$ cat config.mk
export PLATFORM = sky130hd
export DESIGN_NAME = mbar_seq
export DESIGN_NICKNAME = d
export VERILOG_FILES = /design/src/rtl/mbar_pkg.sv /design/src/rtl/mbar_txn_cnt.sv /design/src/rtl/mbar_req_dec.sv /design/src/rtl/mbar_seq_ctl.sv /design/src/rtl/mbar_seq.sv
export SDC_FILE = /design/constraint.sdc
export NUM_CORES = 1
export LEC_CHECK = 0
export ABC_AREA = 0
export BUFFER_PORTS_ARGS = -buffer_cell sky130_fd_sc_hd__buf_2
export CAP_MARGIN = 20
export CORE_UTILIZATION = 41
export DETAILED_ROUTE_END_ITERATION = 10
export PLACE_DENSITY = 0.72
export SYNTH_ARGS = -nofsm -noshare
export SYNTH_HDL_FRONTEND = slang
export SYNTH_SLANG_ARGS = --single-unit
$ cat constraint.sdc
create_clock -name clk -period 2.2 [get_ports clk]
set_input_delay 0.22 -clock clk [delete_from_list [all_inputs] [get_ports clk]]
set_output_delay 0.22 -clock clk [all_outputs]
set_load 0.05 [all_outputs]
$ cat src/rtl/mbar_pkg.sv
`timescale 1ns/1ps
package mbar_pkg;

    typedef enum logic {
        BAR_SYNC = 1'b0,
        BAR_MEM  = 1'b1
    } bar_kind_e;

    typedef enum logic {
        ST_IDLE = 1'b0,
        ST_WAIT = 1'b1
    } seq_st_e;

    typedef struct packed {
        seq_st_e   st;
        bar_kind_e kind;
        logic      held_v;
        bar_kind_e held_kind;
        logic      done;
        logic      undef;
        logic      ins_stall;
        logic      mem_stall;
    } seq_t;

    // the stronger of two barriers: synchronization covers a memory barrier
    function automatic bar_kind_e kind_merge(bar_kind_e a, bar_kind_e b);
        return (a == BAR_SYNC || b == BAR_SYNC) ? BAR_SYNC : BAR_MEM;
    endfunction

endpackage

$ cat src/rtl/mbar_txn_cnt.sv
`timescale 1ns/1ps
module mbar_txn_cnt #(
    parameter int CW = 4
) (
    input  logic clk,
    input  logic rst_n,
    input  logic issue,
    input  logic gate,
    input  logic cmpl,
    output logic zero_nxt,
    output logic err
);
    localparam logic [CW-1:0] CNT_ONE = CW'(1);

    typedef struct packed {
        logic [CW-1:0] cnt;
        logic          err;
    } cnt_t;

    cnt_t cnt_d, cnt_q;
    logic issue_ok;

    always_comb begin
        cnt_d    = cnt_q;
        issue_ok = issue & ~gate;
        unique case ({issue_ok, cmpl})
            2'b10: cnt_d.cnt = cnt_q.cnt + CNT_ONE;
            2'b01: begin
                if (cnt_q.cnt == '0) cnt_d.err = 1'b1;
                else                 cnt_d.cnt = cnt_q.cnt - CNT_ONE;
            end
            default: ;
        endcase
        zero_nxt = (cnt_d.cnt == '0);
    end

    always_ff @(posedge clk) begin
        if (!rst_n) cnt_q <= '0;
        else        cnt_q <= cnt_d;
    end

    assign err = cnt_q.err;

endmodule

$ cat src/rtl/mbar_req_dec.sv
`timescale 1ns/1ps
module mbar_req_dec #(
    parameter bit USER_OK = 1'b1
) (
    input  logic req,
    input  logic rd,
    input  logic user,
    output logic acc,
    output logic undef
);
    logic denied;

    always_comb begin
        denied = rd | (user & ~USER_OK);
        acc    = req & ~denied;
        undef  = req & denied;
    end

endmodule

$ cat src/rtl/mbar_seq_ctl.sv
`timescale 1ns/1ps
module mbar_seq_ctl
    import mbar_pkg::*;
(
    input  logic      clk,
    input  logic      rst_n,
    input  logic      acc,
    input  bar_kind_e acc_kind,
    input  logic      undef_in,
    input  logic      zero_nxt,
    output logic      ins_stall,
    output logic      mem_stall,
    output logic      done,
    output logic      undef
);
    seq_t s_d, s_q;
    logic      take;
    bar_kind_e take_kind;

    always_comb begin
        s_d       = s_q;
        s_d.done  = 1'b0;
        s_d.undef = undef_in;
        take      = 1'b0;
        take_kind = acc_kind;

        if (s_q.st == ST_IDLE) begin
            if (s_q.held_v) begin
                take          = 1'b1;
                take_kind     = s_q.held_kind;
                s_d.held_v    = acc;
                s_d.held_kind = acc_kind;
            end else if (acc) begin
                take = 1'b1;
            end
            if (take) begin
                if (zero_nxt) begin
                    s_d.done = 1'b1;
                end else begin
                    s_d.st   = ST_WAIT;
                    s_d.kind = take_kind;
                end
            end
        end else begin
            if (acc) begin
                s_d.held_v    = 1'b1;
                s_d.held_kind = s_q.held_v ? kind_merge(s_q.held_kind, acc_kind)
                                           : acc_kind;
            end
            if (zero_nxt) begin
                s_d.st   = ST_IDLE;
                s_d.done = 1'b1;
            end
        end

        s_d.mem_stall = (s_d.st == ST_WAIT);
        s_d.ins_stall = (s_d.st == ST_WAIT) && (s_d.kind == BAR_SYNC);
    end

    always_ff @(posedge clk) begin
        if (!rst_n) s_q <= '0;
        else        s_q <= s_d;
    end

    assign ins_stall = s_q.ins_stall;
    assign mem_stall = s_q.mem_stall;
    assign done      = s_q.done;
    assign undef     = s_q.undef;

endmodule

$ cat src/rtl/mbar_seq.sv
`timescale 1ns/1ps
module mbar_seq
    import mbar_pkg::*;
#(
    parameter int CW      = 4,
    parameter bit USER_OK = 1'b1
) (
    input  logic clk,
    input  logic rst_n,
    input  logic bar_req,
    input  logic bar_kind,
    input  logic bar_rd,
    input  logic bar_user,
    input  logic txn_issue,
    input  logic txn_done,
    output logic ins_stall,
    output logic mem_stall,
    output logic bar_done,
    output logic bar_undef,
    output logic cnt_err
);
    logic acc, undef_c, zero_nxt;

    mbar_req_dec #(.USER_OK(USER_OK)) u_dec (
        .req   (bar_req),
        .rd    (bar_rd),
        .user  (bar_user),
        .acc   (acc),
        .undef (undef_c)
    );

    mbar_txn_cnt #(.CW(CW)) u_cnt (
        .clk      (clk),
        .rst_n    (rst_n),
        .issue    (txn_issue),
        .gate     (mem_stall),
        .cmpl     (txn_done),
        .zero_nxt (zero_nxt),
        .err      (cnt_err)
    );

    mbar_seq_ctl u_ctl (
        .clk       (clk),
        .rst_n     (rst_n),
        .acc       (acc),
        .acc_kind  (bar_kind_e'(bar_kind)),
        .undef_in  (undef_c),
        .zero_nxt  (zero_nxt),
        .ins_stall (ins_stall),
        .mem_stall (mem_stall),
        .done      (bar_done),
        .undef     (bar_undef)
    );

endmodule

==> out/qor.txt <==
min cycle time layout -> 2.10 ns
syn_nets -> 95
Final setup viols -> 0
Slew @ Worst Pin -> 0.395 ns
f_max -> 477 MHz
r2r setup slk -> 0.10 ns
antenna violations before repair -> 0
Slew headroom -> 73.6%
syn_area_per_cell -> 8.58 µm²
crit path max fanout -> 6
crit path cell chain -> nand2b_1, ha_2, and4bb_2, o21ai_0, o31ai_1, buf_4, nor4_4, o31a_1, o21a_1
PortBufs -> 11
top post-synthesis cells by area -> dfxtp_1 (34%), ha_1 (7.0%), a21oi_1 (4.2%), o21ai_0 (4.2%), inv_1 (4.2%)
Synth Area in Simple Gates -> 29.3%
CP max stage cell -> dfxtp_4
number of iterations in the first detailed-routing pass -> 4
area delta synth->final -> 21.4%
XOR/XNOR Fraction of Synth Area -> 0%
main combinational cell family by area after synthesis -> simple AND/OR/NAND/NOR gates
global route overflow -> 0
top_reg_cell synth -> dfxtp_1
DRT iter0 DRCs -> 25
die footprint -> 0.00191 mm²
Longest Clk Path Bufs -> 2
Worst-path clk slew -> 0.07 ns
# nets final -> 114
core area -> 0.00156 mm²
Hold Violations, Final -> 0
peak supply drop -> 0.000475 V
Synth area leader -> dfxtp_1
CTS tree -> done
critical path launch point type -> flip-flop
initial core utilization -> 45.7%
Min Hold Slack -> 0.208 ns
post-synthesis adder-cell area fraction -> 7.03%
DP Worst Slack -> 0.112 ns
clk root buf -> clkbuf_4
Routed Antenna Nets -> 0
first-pass GRT wire length -> 2380 µm
leakage power -> 0.369 nW
max_cap viols -> 0
Worst EP required -> 2.43 ns
all-layer global routing usage -> 17.3%
status -> finished, final reports clean
Clock Sinks -> 12
crit path DAT -> 2.33 ns
Post-synth EDFFs -> 0
Post-DP HPWL -> 1070 µm
number of remaining DRC errors -> 0
Seq cells post-synth -> 12
FFs w/ async S/R, synth -> 0%
met1 WL -> 647 µm
HP Class -> primary input to flip-flop
met3 WL post-DR -> 49 µm
detailed-route via count -> 677
Final WS setup -> 0.103 ns
later-pin clock latency in the skew report -> 0.28 ns
CTS Buf Count -> 3
share of cells above drive strength 1 -> 28.7%
routed wire length -> 1460 µm
kind of critical path -> flip-flop to flip-flop
Via density -> 5.79
Yosys top cell area share -> 33.7%
gpl congestion -> 0.864
post-synth cell types -> 33
vias in the first global route -> 579
sequential share of the synthesized area -> 33.7%
power per cell area -> 606 mW/mm²
H-tree Lvls -> 1
final period utilization -> 95.3%
multiplexer share of the synthesized area -> 0%
DR WL/cell -> 12.4 µm
DIE HEIGHT -> 43.7 µm
CP Capture Type -> flip-flop
I/O pin cnt -> 13
die width -> 43.7 µm
largest net degree at the start of global routing -> 14
CP peak stage delay -> 0.35 ns
antenna cell count -> 0
clock skew -> 0.00880 ns
Pins Over Slew Limit -> 0
Syn Inst Count -> 83
# rows -> 14
Post-Syn Area -> 712 µm²
Ys Warns -> 0
cts hold-fix bufs -> 0
top sig layer -> met4
complex-gate fraction of the synthesized area -> 23.6%
routed wl met2 -> 715 µm
## state kept, by name, indices dropped and copies added (netlist names)
signal / flops
u_cnt.cnt_q: 4
u_ctl.mem_stall: 1
u_ctl.ins_stall: 1
u_ctl.done: 1
u_ctl.undef: 1
u_ctl.s_q: 3
u_cnt.err: 1
## path summary, 6_finish.rpt
kind / from / to / cells past startpoint
worst min-delay path: bar_req / u_ctl.undef / 2
worst max-delay path: u_ctl.mem_stall / u_ctl.s_q[6] / 9
worst min register to register: u_cnt.err / u_cnt.err / 1
worst max register to register: u_ctl.mem_stall / u_ctl.s_q[6] / 9
## metal layers
metal	vias up	global-route usage, %
met5	-	0
met4	0	13.1
met3	4	2.50
met2	20	29.3
met1	312	19.4
li1	341	-
## cells in the mapped netlist, drive strengths merged, types with 4 or more instances
library cell  number
dfxtp             12
o21ai              7
nor2               4
and2               5
nand3              4
nor2b              4
nor3               4
a21oi              6
inv                8
ha                 4
## logic make-up after synthesis
| group | after synthesis |
|---|---|
| DFF | 12 |
| and+or+nand+nor | 32 |
| adders and majority gates | 4 |
| AOI/OAI and AO/OA | 25 |
| buffers and inverters | 10 |
## critical path, delay by kind of cell (launching register included)
family / cells / cell delay, ns
compound gates: 4 / 0.57
fa+ha+maj: 1 / 0.21
buf+inv: 1 / 0.15
flops: 1 / 0.35
simple gates: 3 / 0.76
## per-stage QoR
stage | instance area, µm² | power [mW] | util, % | instances | TNS [ns]
2_1_floorplan | 728 | 0.319 | - | 83 | 0
3_3_place_gp | 818 | 0.347 | 52.5 | 112 | 0
3_5_place_dp | 818 | 0.350 | 52.5 | 112 | 0
4_1_cts | 855 | 0.522 | 54.8 | 116 | 0
5_1_grt | 865 | 0.548 | 55.5 | 117 | -0.0195
6_report | 865 | 0.524 | 55.5 | 117 | 0
## cells in the final DEF, fill, tap and decap left out, types with 2 or more instances in the layout
cell	synthesis	final
clkbuf_4	0	3
inv_1	8	8
nand2b_1	2	2
o31a_1	2	2
nor2_1	4	4
and2_2	2	2
nor3_1	4	4
o21ai_0	6	6
nor2b_1	4	4
a21oi_1	6	6
ha_1	4	2
dfxtp_1	12	11
and2_1	3	3
buf_2	0	11
o31ai_1	2	2
o21a_1	2	2
nand3_1	4	4
buf_4	0	5
## where the power goes
part           internal, mW  leakage (nW)  total, mW  switching [mW]
clock network         0.101        0.0210      0.172          0.0712
logic                0.0527         0.250      0.122          0.0689
registers             0.225        0.0982      0.230         0.00461
## timing repair
item                                    4_1_cts  5_1_grt
endpoints found under the setup margin        0        1
gates resized for setup                       0        1
setup buffers                                 0        1
## final cells by class
cell class              instances  area [µm²]
fillers                       138         694
flip-flops and latches         12         244
clock buffers                   4        36.3
multi-input cells              61         442
inverters                       8        30.0
well taps                      16        20.0
repair buffers                 16        92.6
Power figures use the tool's default switching activity.
